`config.mk`:
```
export PLATFORM = sky130hd
export DESIGN_NAME = axi_perf_mon
export DESIGN_NICKNAME = d
export VERILOG_FILES = /design/src/rtl/axi_perf_pkg.sv /design/src/rtl/axi_perf_occ.sv /design/src/rtl/axi_perf_accum.sv /design/src/rtl/axi_perf_mon.sv
export SDC_FILE = /design/constraint.sdc
export NUM_CORES = 1
export LEC_CHECK = 0
export ABC_AREA = 1
export BUFFER_PORTS_ARGS = -buffer_cell sky130_fd_sc_hd__buf_2
export CAP_MARGIN = 10
export CORE_ASPECT_RATIO = 0.5
export CORE_MARGIN = 5
export CORE_UTILIZATION = 26
export DETAILED_ROUTE_END_ITERATION = 8
export PLACE_DENSITY_LB_ADDON = 0.05
export SETUP_SLACK_MARGIN = 0.3
export SLEW_MARGIN = 40
export SYNTH_ARGS = -nofsm -noshare
export SYNTH_HDL_FRONTEND = slang
export SYNTH_HIERARCHICAL = 1
export SYNTH_SLANG_ARGS = --single-unit
```
`constraint.sdc`:
```
create_clock -name clk -period 2.8 [get_ports clk]
set_input_delay 0.14 -clock clk [delete_from_list [all_inputs] [get_ports clk]]
set_output_delay 0.14 -clock clk [all_outputs]
set_load 0.03 [all_outputs]
```
`src/rtl/axi_perf_pkg.sv`:
```
package axi_perf_pkg;
  localparam int NUM_CNT = 6;
  typedef enum logic [2:0] {
    IDX_WR_BYTES = 3'd0,
    IDX_WR_LAT   = 3'd1,
    IDX_WR_TXN   = 3'd2,
    IDX_RD_BYTES = 3'd3,
    IDX_RD_LAT   = 3'd4,
    IDX_RD_TXN   = 3'd5
  } cnt_idx_e;

  function automatic int max2(input int a, input int b);
    return (a > b) ? a : b;
  endfunction
endpackage

```
`src/rtl/axi_perf_occ.sv`:
```
module axi_perf_occ #(
  parameter int MAX_OUT = 32,
  parameter int OCC_W   = $clog2(MAX_OUT + 1)
) (
  input  logic             clk,
  input  logic             rst_n,
  input  logic             open_i,
  input  logic             close_i,
  output logic [OCC_W-1:0] occ_o
);
  always_ff @(posedge clk or negedge rst_n) begin
    if (!rst_n) occ_o <= '0;
    else        occ_o <= occ_o + OCC_W'(open_i) - OCC_W'(close_i);
  end
endmodule

```
`src/rtl/axi_perf_accum.sv`:
```
module axi_perf_accum #(
  parameter int CNT_W = 64,
  parameter int ADD_W = 8
) (
  input  logic             clk,
  input  logic             rst_n,
  input  logic             clr_i,
  input  logic [ADD_W-1:0] add_i,
  output logic [CNT_W-1:0] total_o
);
  always_ff @(posedge clk or negedge rst_n) begin
    if (!rst_n)     total_o <= '0;
    else if (clr_i) total_o <= '0;
    else            total_o <= total_o + CNT_W'(add_i);
  end
endmodule

```
`src/rtl/axi_perf_mon.sv`:
```
module axi_perf_mon #(
  parameter int DATA_W  = 64,
  parameter int CNT_W   = 64,
  parameter int MAX_OUT = 32,
  parameter int SEL_W   = 3
) (
  input  logic             clk,
  input  logic             rst_n,
  input  logic             aw_valid,
  input  logic             aw_ready,
  input  logic             w_valid,
  input  logic             w_ready,
  input  logic             b_valid,
  input  logic             b_ready,
  input  logic             ar_valid,
  input  logic             ar_ready,
  input  logic             r_valid,
  input  logic             r_ready,
  input  logic             r_last,
  input  logic             clr,
  input  logic             snap,
  input  logic [SEL_W-1:0] rd_sel,
  output logic [CNT_W-1:0] rd_data
);
  import axi_perf_pkg::*;

  localparam int BYTES   = DATA_W / 8;
  localparam int BYTES_W = $clog2(BYTES + 1);
  localparam int OCC_W   = $clog2(MAX_OUT + 1);
  localparam int ADD_W   = max2(BYTES_W, OCC_W);

  logic aw_hs, w_hs, b_hs, ar_hs, r_hs, rl_hs;
  assign aw_hs = aw_valid & aw_ready;
  assign w_hs  = w_valid & w_ready;
  assign b_hs  = b_valid & b_ready;
  assign ar_hs = ar_valid & ar_ready;
  assign r_hs  = r_valid & r_ready;
  assign rl_hs = r_hs & r_last;

  logic [OCC_W-1:0] wr_occ, rd_occ;

  axi_perf_occ #(.MAX_OUT(MAX_OUT), .OCC_W(OCC_W)) i_wr_occ (
    .clk(clk), .rst_n(rst_n), .open_i(aw_hs), .close_i(b_hs), .occ_o(wr_occ));
  axi_perf_occ #(.MAX_OUT(MAX_OUT), .OCC_W(OCC_W)) i_rd_occ (
    .clk(clk), .rst_n(rst_n), .open_i(ar_hs), .close_i(rl_hs), .occ_o(rd_occ));

  logic [NUM_CNT-1:0][ADD_W-1:0] add_amt;
  logic [NUM_CNT-1:0][CNT_W-1:0] cnt;
  logic [NUM_CNT-1:0][CNT_W-1:0] snap_q;

  always_comb begin
    add_amt               = '0;
    add_amt[IDX_WR_BYTES] = w_hs ? ADD_W'(BYTES) : '0;
    add_amt[IDX_WR_LAT]   = ADD_W'(wr_occ);
    add_amt[IDX_WR_TXN]   = ADD_W'(b_hs);
    add_amt[IDX_RD_BYTES] = r_hs ? ADD_W'(BYTES) : '0;
    add_amt[IDX_RD_LAT]   = ADD_W'(rd_occ);
    add_amt[IDX_RD_TXN]   = ADD_W'(rl_hs);
  end

  for (genvar g = 0; g < NUM_CNT; g++) begin : g_cnt
    axi_perf_accum #(.CNT_W(CNT_W), .ADD_W(ADD_W)) i_acc (
      .clk(clk), .rst_n(rst_n), .clr_i(clr),
      .add_i(add_amt[g]), .total_o(cnt[g]));

    always_ff @(posedge clk or negedge rst_n) begin
      if (!rst_n)    snap_q[g] <= '0;
      else if (snap) snap_q[g] <= cnt[g];
    end
  end

  always_comb begin
    rd_data = '0;
    for (int i = 0; i < NUM_CNT; i++) begin
      if (rd_sel == SEL_W'(i)) rd_data = snap_q[i];
    end
  end
endmodule

```
After elaboration in Yosys (flattened, before gate mapping)
Index checks and enable logic that the tools add are counted.
{"block": "word_totals", "reg_bits": 780, "wordCells": 50}
{"block": "classes", "add_sub_neg": 10, "n_eq_ne": 5, "muxes": 14, "bitwise": 6, "reduce_logical": 1}
{"cell": "$mux 64", "count": 12}
{"cell": "$add 64x1->64", "count": 2}
{"cell": "$add 64x4->64", "count": 2}
{"cell": "$add 64x6->64", "count": 2}
{"cell": "$add 6x1->6", "count": 2}
{"cell": "$sub 6x1->6", "count": 2}
{"cell": "$mux 4", "count": 2}
{"cell": "$and 1x1->1", "count": 6}
{"cell": "$eq 3x2->1 const B", "count": 2}
{"cell": "$eq 3x3->1 const B", "count": 2}
{"cell": "$eq 3x1->1 const B", "count": 1}
{"cell": "$logic_not 3->1", "count": 1}

Depth between registers and ports, before layout
Gate-level depths: netlist (run 1).
{"block": "depth", "ltp_word": 7, "mapped_depth": 16, "depth_no_buf": 16}

Cells and area by module
The synthesis (run 1) kept the hierarchy.
{"module": "axi_perf_accum at g_cnt[0].i_acc ...", "instances": 5, "cells_each": 688, "area_each_um2": 4448.0, "seq_area_each_um2": 1601.5}
{"module": "axi_perf_mon", "instances": 1, "cells_each": 1602, "area_each_um2": 17182.7, "seq_area_each_um2": 9609.2}
{"module": "axi_perf_accum at g_cnt[2].i_acc", "instances": 1, "cells_each": 687, "area_each_um2": 4450.5, "seq_area_each_um2": 1601.5}
{"module": "axi_perf_occ", "instances": 2, "cells_each": 45, "area_each_um2": 401.6, "seq_area_each_um2": 150.1}

Worst setup path before layout (run 1)
No wires, ideal clock.
{"block": "synth_path", "path_type": "input-to-reg", "startpoint": "input r_valid", "endpoint": "register g_cnt[5].i_acc.total_o[44]", "setup_time_ns": 0.117, "arrival_time_ns": 1.724, "required_time_ns": 2.683, "setup_slack_ns": 0.960, "stages": 15, "n_path_buf": 0, "path_cell_list": "nand2_1 > nor2_1 > ha_1 > inv_1 > fa_1 > inv_1 > nand2_1 > nand2_1 > nand3_2 > nand2_4 > nand3_2 > nor2_1 > nand2_1 > nand2_1 > nor2_1"}
{"block": "synth_via", "elab_chain_len": 4}
{"item": "start, declared", "line_no": "axi_perf_mon.sv:17", "rtl": "input logic r_valid,"}
{"item": "$and 1x1->1", "line_no": "axi_perf_mon.sv:37", "rtl": "assign r_hs = r_valid & r_ready;"}
{"item": "$and 1x1->1", "line_no": "axi_perf_mon.sv:38", "rtl": "assign rl_hs = r_hs & r_last;"}
{"item": "named net rl_hs", "line_no": "axi_perf_mon.sv:32", "rtl": "logic aw_hs, w_hs, b_hs, ar_hs, r_hs, rl_hs;"}
{"item": "$add 64x1->64", "line_no": "axi_perf_accum.sv:14", "rtl": "else total_o <= total_o + CNT_W'(add_i);"}
{"item": "$mux 64", "line_no": "axi_perf_accum.sv:13", "rtl": "else if (clr_i) total_o <= '0;"}
{"item": "end signal, assigned", "line_no": "axi_perf_accum.sv:14"}
{"item": "end, declared", "line_no": "axi_perf_accum.sv:9", "rtl": "output logic [CNT_W-1:0] total_o"}
The timed path passes the listed nets, and every way through them passes these cells.
A chain may end at the register's enable or synchronous reset.

Final worst setup path (run 1)
{"block": "layout_path", "startpoint": "register snap_q[124] in the netlist's numbering", "endpoint": "output rd_data[60]"}
{"block": "layout_via", "elab_chain_len": 5}
{"item": "start, declared", "line_no": "axi_perf_mon.sv:49", "rtl": "logic [NUM_CNT-1:0][CNT_W-1:0] snap_q;"}
{"item": "start signal, assigned by index", "line_no": "axi_perf_mon.sv:68", "rtl": "else if (snap) snap_q[g] <= cnt[g];"}
{"item": "$mux 64 (5 in a row)", "line_no": "axi_perf_mon.sv:75", "rtl": "if (rd_sel == SEL_W'(i)) rd_data = snap_q[i];"}
{"item": "end, declared", "line_no": "axi_perf_mon.sv:23", "rtl": "output logic [CNT_W-1:0] rd_data"}
No other way between the ends.

==> results of run 1 <==
## placed cells by master (no fill, tap or decap), types with 7 or more instances in the layout
| master | instances |
|---|---|
| o21ai_0 | 146 |
| o21bai_1 | 36 |
| xnor2_1 | 34 |
| nor3_1 | 63 |
| nor2_4 | 29 |
| o21ai_1 | 7 |
| buf_12 | 24 |
| clkbuf_16 | 90 |
| nand3b_1 | 13 |
| clkinv_2 | 23 |
| nand2_2 | 70 |
| ha_1 | 47 |
| inv_1 | 521 |
| nor2_2 | 61 |
| xor2_1 | 77 |
| fa_1 | 8 |
| nor2_1 | 1095 |
| nand2_4 | 24 |
| nand2_1 | 1610 |
| and2_1 | 47 |
| a21oi_1 | 111 |
| dfrtp_1 | 779 |
| clkbuf_8 | 17 |
| a21oi_2 | 12 |
| bufinv_16 | 10 |
| clkbuf_1 | 10 |
| inv_2 | 19 |
| buf_2 | 76 |
| nand3_2 | 45 |
| nand4_1 | 152 |
| nand3_1 | 307 |
| mux2_2 | 320 |
| buf_4 | 70 |
| conb_1 | 24 |
## through the flow
stage                     hold slack (ns)  utilization  setup WS (ns)  instance area (µm²)  power, W
after detailed placement            0.166        0.284          0.355                48400    0.0165
final                             -0.0219        0.302          0.328                51600    0.0291
after floorplan                    -0.156            -          0.960                44800    0.0150
after global placement              0.176        0.284          0.361                48400    0.0165
after global routing               0.0226        0.302          0.268                51600    0.0306
after CTS                          0.0137        0.302          0.197                51500    0.0296
## power by group through the flow
stage | logic, W | clock network [W] | registers [W]
3_5_place_dp | 0.00401 | 0 | 0.0125
5_1_grt | 0.00454 | 0.0137 | 0.0123
2_1_floorplan | 0.00276 | 0 | 0.0122
4_1_cts | 0.00404 | 0.0132 | 0.0123
6_report | 0.00400 | 0.0128 | 0.0123
3_3_place_gp | 0.00398 | 0 | 0.0125
## flip-flops by register name, indices dropped and copies added (netlist names)
| signal | cells |
|---|---|
| g_cnt.i_acc/total_o | 384 |
| i_rd_occ/occ_o | 6 |
| i_wr_occ/occ_o | 6 |
| snap_q | 384 |
## critical path: stages, from the launching register on
cell and delay [ns]:
dfrtp_1 0.47, nand4_1 0.15, nand2_1 0.17, nor2_4 0.24, nand4_1 0.31, buf_2 0.30
## layer usage
layer,track usage,vias to the layer above,wire length [µm]
met5,0,-,0
met4,0.0489,0,4700
met3,0.0281,200,7500
met2,0.340,743,86600
met1,0.295,19300,92200
li1,-,18800,-
## cell type report
cell class	instances	area [µm²]	share of cell area
multi-input combinational	4368	22600	0.437
sequential	780	19500	0.378
tap	2289	2860	0.0555
clock buffer	117	2520	0.0489
inverter	543	2040	0.0396
timing repair buffer	180	1500	0.0292
clock inverter	46	557	0.0108
antenna	5	12.5	0.000243
## what timing repair did
| action | in CTS | in global routing |
|---|---|---|
| setup endpoints to repair | 13 | 9 |
| hold buffers | 5 | 0 |
| hold endpoints to repair | 420 | 0 |
| gates resized for setup | 16 | 13 |
| pin swaps | 3 | 4 |
## logic make-up (layout without fill, tap and decap cells)
group | count (synthesis) | after routing | share of synthesized area
AND/OR/NAND/NOR | 3538 | 3538 | 0.343
flip-flops | 780 | 780 | 0.437
buffers and inverters | 694 | 886 | 0.0617
multiplexers | 320 | 320 | 0.0807
AO/OA/AOI/OAI | 319 | 319 | 0.0392
XOR/XNOR | 111 | 111 | 0.0218
adder cells (fa/ha/maj) | 56 | 56 | 0.0170
other | 1 | 29 | 0.0000839
## final timing paths
kind,from,to,cells past startpoint
worst max-delay path,snap_q[124]$_DFFE_PN0P_,rd_data[60],5
worst min-delay path,ar_ready,i_rd_occ/occ_o[0]$_DFF_PN0_,4
worst max register to register,i_rd_occ/occ_o[0]$_DFF_PN0_,g_cnt[4].i_acc/total_o[44]$_DFF_PN0_,13
worst min register to register,snap_q[263]$_DFFE_PN0P_,snap_q[263]$_DFFE_PN0P_,1
max in group asynchronous,rst_n,g_cnt[2].i_acc/total_o[43]$_DFF_PN0_,3
min in group asynchronous,rst_n,g_cnt[0].i_acc/total_o[0]$_DFF_PN0_,2
==> flow_summary.toml, run 1 <==
[logic_synthesis]
synth.most_common_cell = "nand2_1"
synthCells = 5819
yosys-top-cells-area = "dfrtp_1 (44%), nand2_1 (14%), nor2_1 (9.3%)"
synth.lib_cells_used.distinct = 39
post_synth.cell_area_avg_um2 = 7.68
postSynth.topFlopCell = "dfrtp_1"
count_of_flip_flops_with_a_built_in_enable_after_synthesis = 0
synth_area_leader_cell = "dfrtp_1"
synth.ff_latch_count = 780
synth.top_cell.area_share = 0.437
seq_area_frac_synth = 0.437
ys_warn_count = 6
synth_common_cells = "nand2_1 (1612), nor2_1 (1111), dfrtp_1 (780), inv_1 (527), mux2_2 (320)"
post_synth_instance_area_um2 = 44700
ys_async_sr_fraction = 1.00

[power_and_ir_drop]
combPwrFrac = 0.138
switching_share = 0.298
portion_of_total_power_attributed_to_the_clock_network = 0.440
switchingPower_w = 0.00865
leakage_nw = 23.0
power_report.internal_total_w = 0.0204
power.sequential.fraction = 0.423
power.density_cell_area_nw_per_um2 = 564
vdd_drop_max_mv = 0.418

[setup_path]
crit_type = "flop to primary output"
critPathLaunchType = "flop"
reg2reg_setup_slack_ns = 0.53
kind_of_end_point_of_the_critical_path = "primary output"
required_ns = 2.66
critical_path.max_fanout = 2
timing.critical_path.arrival_ns = 2.33

[global_routing]
grt_antenna_before_repair = 16
grt-ovfl-total = 0
grt_pass1_vias = 38900
grt_pass1_wl_mm = 277
grt_util_all_layers = 0.209
grt_max_degree = 86

[clock_tree]
cts.clk_slew.worst_paths_ns = 0.06
cts_setup_buffers = 0
htree_levels = 3
clock_tree.buffer_depth = 3
clockRootBuffer = "clkbuf_16"
clock_tree_from_tritoncts = "built"
cts_bufs_inserted = 88
worstSkewPairLatency_ns = 0.69
clkSinkCount = 780

[timing]
rsz0062_at_grt = "true"
finalHoldViolations = 1
max-slew-margin-rel = 0.512
fin_worst_skew_ns = 0.0323
fmax_ghz = 0.404
slew_violations = 0
layout_worst_path_cycle_share = 0.883
tns_ns = 0
final.hold.worst_slack_ns = -0.0219
setup-violations-final = 0
worst-slew-pin-transition_ns = 0.732
timing.final.crit_period_ns = 2.47

[min_path]
timing.hold.worst.class = "input pin to flop"

[placement]
dp.final_hpwl_mm = 150
inst_count_dp = 8155
gpl.final_weighted_congestion = 0.893
port_buffers = 81

[floorplan]
floorplan.die.width_um = 596
boundaryPins = 82
fp.dieArea_um2 = 181000
floorplan.die.height_um = 303
initial_utilization = 0.262
number_of_rows_created_at_floorplan = 107
coreArea_um2 = 171000

[route]
vias = 39100
drc = 0
finalWirelength_mm = 191
routed_wire_length_per_instance_um = 22.9
drt_iter0_markers = 2880
via_per_inst = 4.69
firstDrtPassIters = 6
drt.antenna.violating_nets = 0

[finish]
proportion_of_layout_cells_with_a_drive_suffix_above_1 = 0.153
syn_to_final_growth_pct = 15.5
final_net_count = 6035
fillCellCount = 18500
finalNonFillerCells = 8328

[run]
cap_viol_max_count = 0

[outcome]
status = "complete, but fails checks"
violations = "hold timing"
Note: power is estimated with default switching activity, not from simulation.
==> inputs of run 2 (changes only) <==
--- a/config.mk
+++ b/config.mk
@@ -13,7 +13,8 @@
 export CORE_UTILIZATION = 26
 export DETAILED_ROUTE_END_ITERATION = 8
+export GPL_TIMING_DRIVEN = 0
 export PLACE_DENSITY_LB_ADDON = 0.05
 export SETUP_SLACK_MARGIN = 0.3
-export SLEW_MARGIN = 40
+export SLEW_MARGIN = 10
 export SYNTH_ARGS = -nofsm -noshare
 export SYNTH_HDL_FRONTEND = slang
==> constraint.sdc (replaced) <==
create_clock -name clk -period 2.8 [get_ports clk]
set_input_delay 0.14 -clock clk [delete_from_list [all_inputs] [get_ports clk]]
set_output_delay 0.14 -clock clk [all_outputs]
set_load 0.01 [all_outputs]
==> run 2 against run 1 <==
Against the previous run: the run now ends clean; first-iteration DRC count is 9.1% lower; clock-buffer cell count down 1; largest power group unchanged; hold slack better by 0.15 ns.
==> flow_summary.toml, run 2 (synthesis gave the netlist of run 1 again) <==
[outcome]
status = "finished, final reports clean"

[placement]
inst_count_dp = 8219
gpl.final_weighted_congestion = 0.903
place_worst_setup_slack_ns = -0.389
port_buffers = 79
dp.final_hpwl_mm = 154

[timing]
fmax_ghz = 0.400
finalHoldViolations = 0
max-slew-margin-rel = 0.158
setup-violations-final = 0
rsz0062_at_grt = "false"
final_setup_margin_ns = 0.298
worst-slew-pin-transition_ns = 1.26
timing.final.crit_period_ns = 2.50
fin_worst_skew_ns = 0.0321
layout_worst_path_cycle_share = 0.894
slew_violations = 0
final.hold.worst_slack_ns = 0.127

[setup_path]
critPathLaunchType = "input pin"
critical_path.max_fanout = 10
required_ns = 2.66
kind_of_end_point_of_the_critical_path = "primary output"
cp_slowest_cell = "nor2_1"
slowest_delay_ns = 0.40
critical_path.startpoint = "rd_sel[1]"
reg2reg_setup_slack_ns = 0.45
crit_type = "input pin to primary output"
worst_flop_to_flop_path_startpoint = "g_cnt[4].i_acc/total_o[0]$_DFF_PN0_"
rr_worst_depth = 14
timing.critical_path.arrival_ns = 2.36
critical-path-top-cell-by-count = "buf_2"
crit-reg2reg-capture = "g_cnt[4].i_acc/total_o[36]$_DFF_PN0_"
series_of_cell_instances_along_the_critical_path = "buf_2, inv_1, buf_2, buf_1, nand4_1, nand2_1, nor2_1, nand4_1, buf_2"

[finish]
mostFrequentLayoutCells = "nand2_1 (1612), nor2_1 (1085), dfrtp_1 (780)"
postLayoutCoreUtil = 0.303
finalNonFillerCells = 8400
syn_to_final_growth_pct = 15.8
proportion_of_layout_cells_with_a_drive_suffix_above_1 = 0.152
layout_commonest_cell = "nand2_1"
final_net_count = 6119
biggestRegsByFlops = "g_cnt.i_acc/total_o x384, snap_q x384"

[global_routing]
grt-ovfl-total = 0
grt_pass1_vias = 38900
grt_util_all_layers = 0.209
grt_pass1_wl_mm = 276
grt_max_degree = 100
grt_antenna_before_repair = 12

[route]
drt.antenna.violating_nets = 0
drc = 0
vias = 39100
routed_wire_length_per_instance_um = 22.7
finalWirelength_mm = 191
drt_iter0_markers = 2618
via_per_inst = 4.66
firstDrtPassIters = 6

[floorplan]
boundaryPins = 82
floorplan.die.width_um = 596
initial_utilization = 0.262
floorplan.die.height_um = 303
fp.dieArea_um2 = 181000
number_of_rows_created_at_floorplan = 107
coreArea_um2 = 171000

[run]
cap_viol_max_count = 0

[min_path]
timing.hold.worst.class = "input pin to flop"
timing.hold.worst_endpoint = "g_cnt[3].i_acc/total_o[3]$_DFF_PN0_"
holdCritStartpoint = "r_ready"
worst_hold_path.num_cells = 6

[clock_tree]
worstSkewPairLatency_ns = 0.68
cts.clk_slew.worst_paths_ns = 0.06
htree_levels = 3
clkSinkCount = 780
clockRootBuffer = "clkbuf_16"
clock_tree.buffer_depth = 3
clock_tree_from_tritoncts = "built"
cts_bufs_inserted = 87

[power_and_ir_drop]
power_w = 0.0285
power.density_cell_area_nw_per_um2 = 550
leakage_nw = 23.0
vdd_drop_max_mv = 0.410
-- run 2: changes by cell type in the layout (fill, tap and decap cells not counted), moves of 4 or more --
cell / previous run / this run
buf_1: 0 / 10
buf_12: 24 / 11
buf_16: 0 / 10
buf_2: 76 / 146
buf_4: 70 / 10
buf_6: 2 / 6
clkbuf_1: 10 / 70
clkinv_2: 23 / 12
clkinvlp_4: 5 / 9
diode_2: 5 / 1
inv_1: 521 / 525
nor2_1: 1095 / 1085
nor2_2: 61 / 68
o21ai_2: 1 / 5
-- run 2: cell type report --
class	instances	area [µm²]
clock inverter	38	454
buffer	151	723
inverter	543	2040
multi-input combinational	4368	22600
timing repair buffer	114	1040
fill	18500	119000
antenna	1	2.50
clock buffer	116	2470
tap	2289	2860
sequential	780	19500
-- run 2: layer usage --
layer | track usage | up-vias | wire length [µm]
met2 | 0.338 | 730 | 85600
li1 | - | 19000 | -
met3 | 0.0209 | 169 | 6430
met1 | 0.304 | 19200 | 94500
met5 | 0 | - | 0
met4 | 0.0461 | 0 | 4350
-- run 2: where the power goes --
group / switching, W / internal [W] / leakage, nW / total (W)
logic: 0.00258 / 0.00139 / 10.8 / 0.00397
registers: 0.000473 / 0.0117 / 10.8 / 0.0122
clock network: 0.00534 / 0.00695 / 1.42 / 0.0123
total: 0.00839 / 0.0201 / 23.0 / 0.0285
-- run 2: what timing repair did --
item,CTS,global route
hold endpoints to repair,103,0
hold buffers,16,0
pin swaps,2,0
setup buffers,9,0
resized for setup,31,20
gates cloned,0,1
setup endpoints to repair,52,133
-- run 2: critical path: cells and delay by family --
kind	cells	cell delay, ns
buffers and inverters	5	1.10
and+or+nand+nor	4	1.08
-- run 2: through the flow --
stage | cell area [µm²] | setup TNS, ns
after floorplan | 44800 | 0
after global routing | 51700 | 0
after CTS | 51700 | 0
final | 51700 | 0
after global placement | 48000 | -
after detailed placement | 48300 | -2.88
-- run 2: worst max-delay path by stage --
stage / to / cells past startpoint / slack [ns]
final: rd_data[13] / 9 / 0.30
after global routing: g_cnt[1].i_acc/total_o[44]$_DFF_PN0_ / 13 / 0.30
after CTS: rd_data[55] / 5 / 0.26
after detailed placement: rd_data[55] / 8 / -0.39
after global placement: g_cnt[4].i_acc/total_o[41]$_DFF_PN0_ / 1 / -17.50
after floorplan: g_cnt[5].i_acc/total_o[44]$_DFF_PN0_ / 15 / 0.96
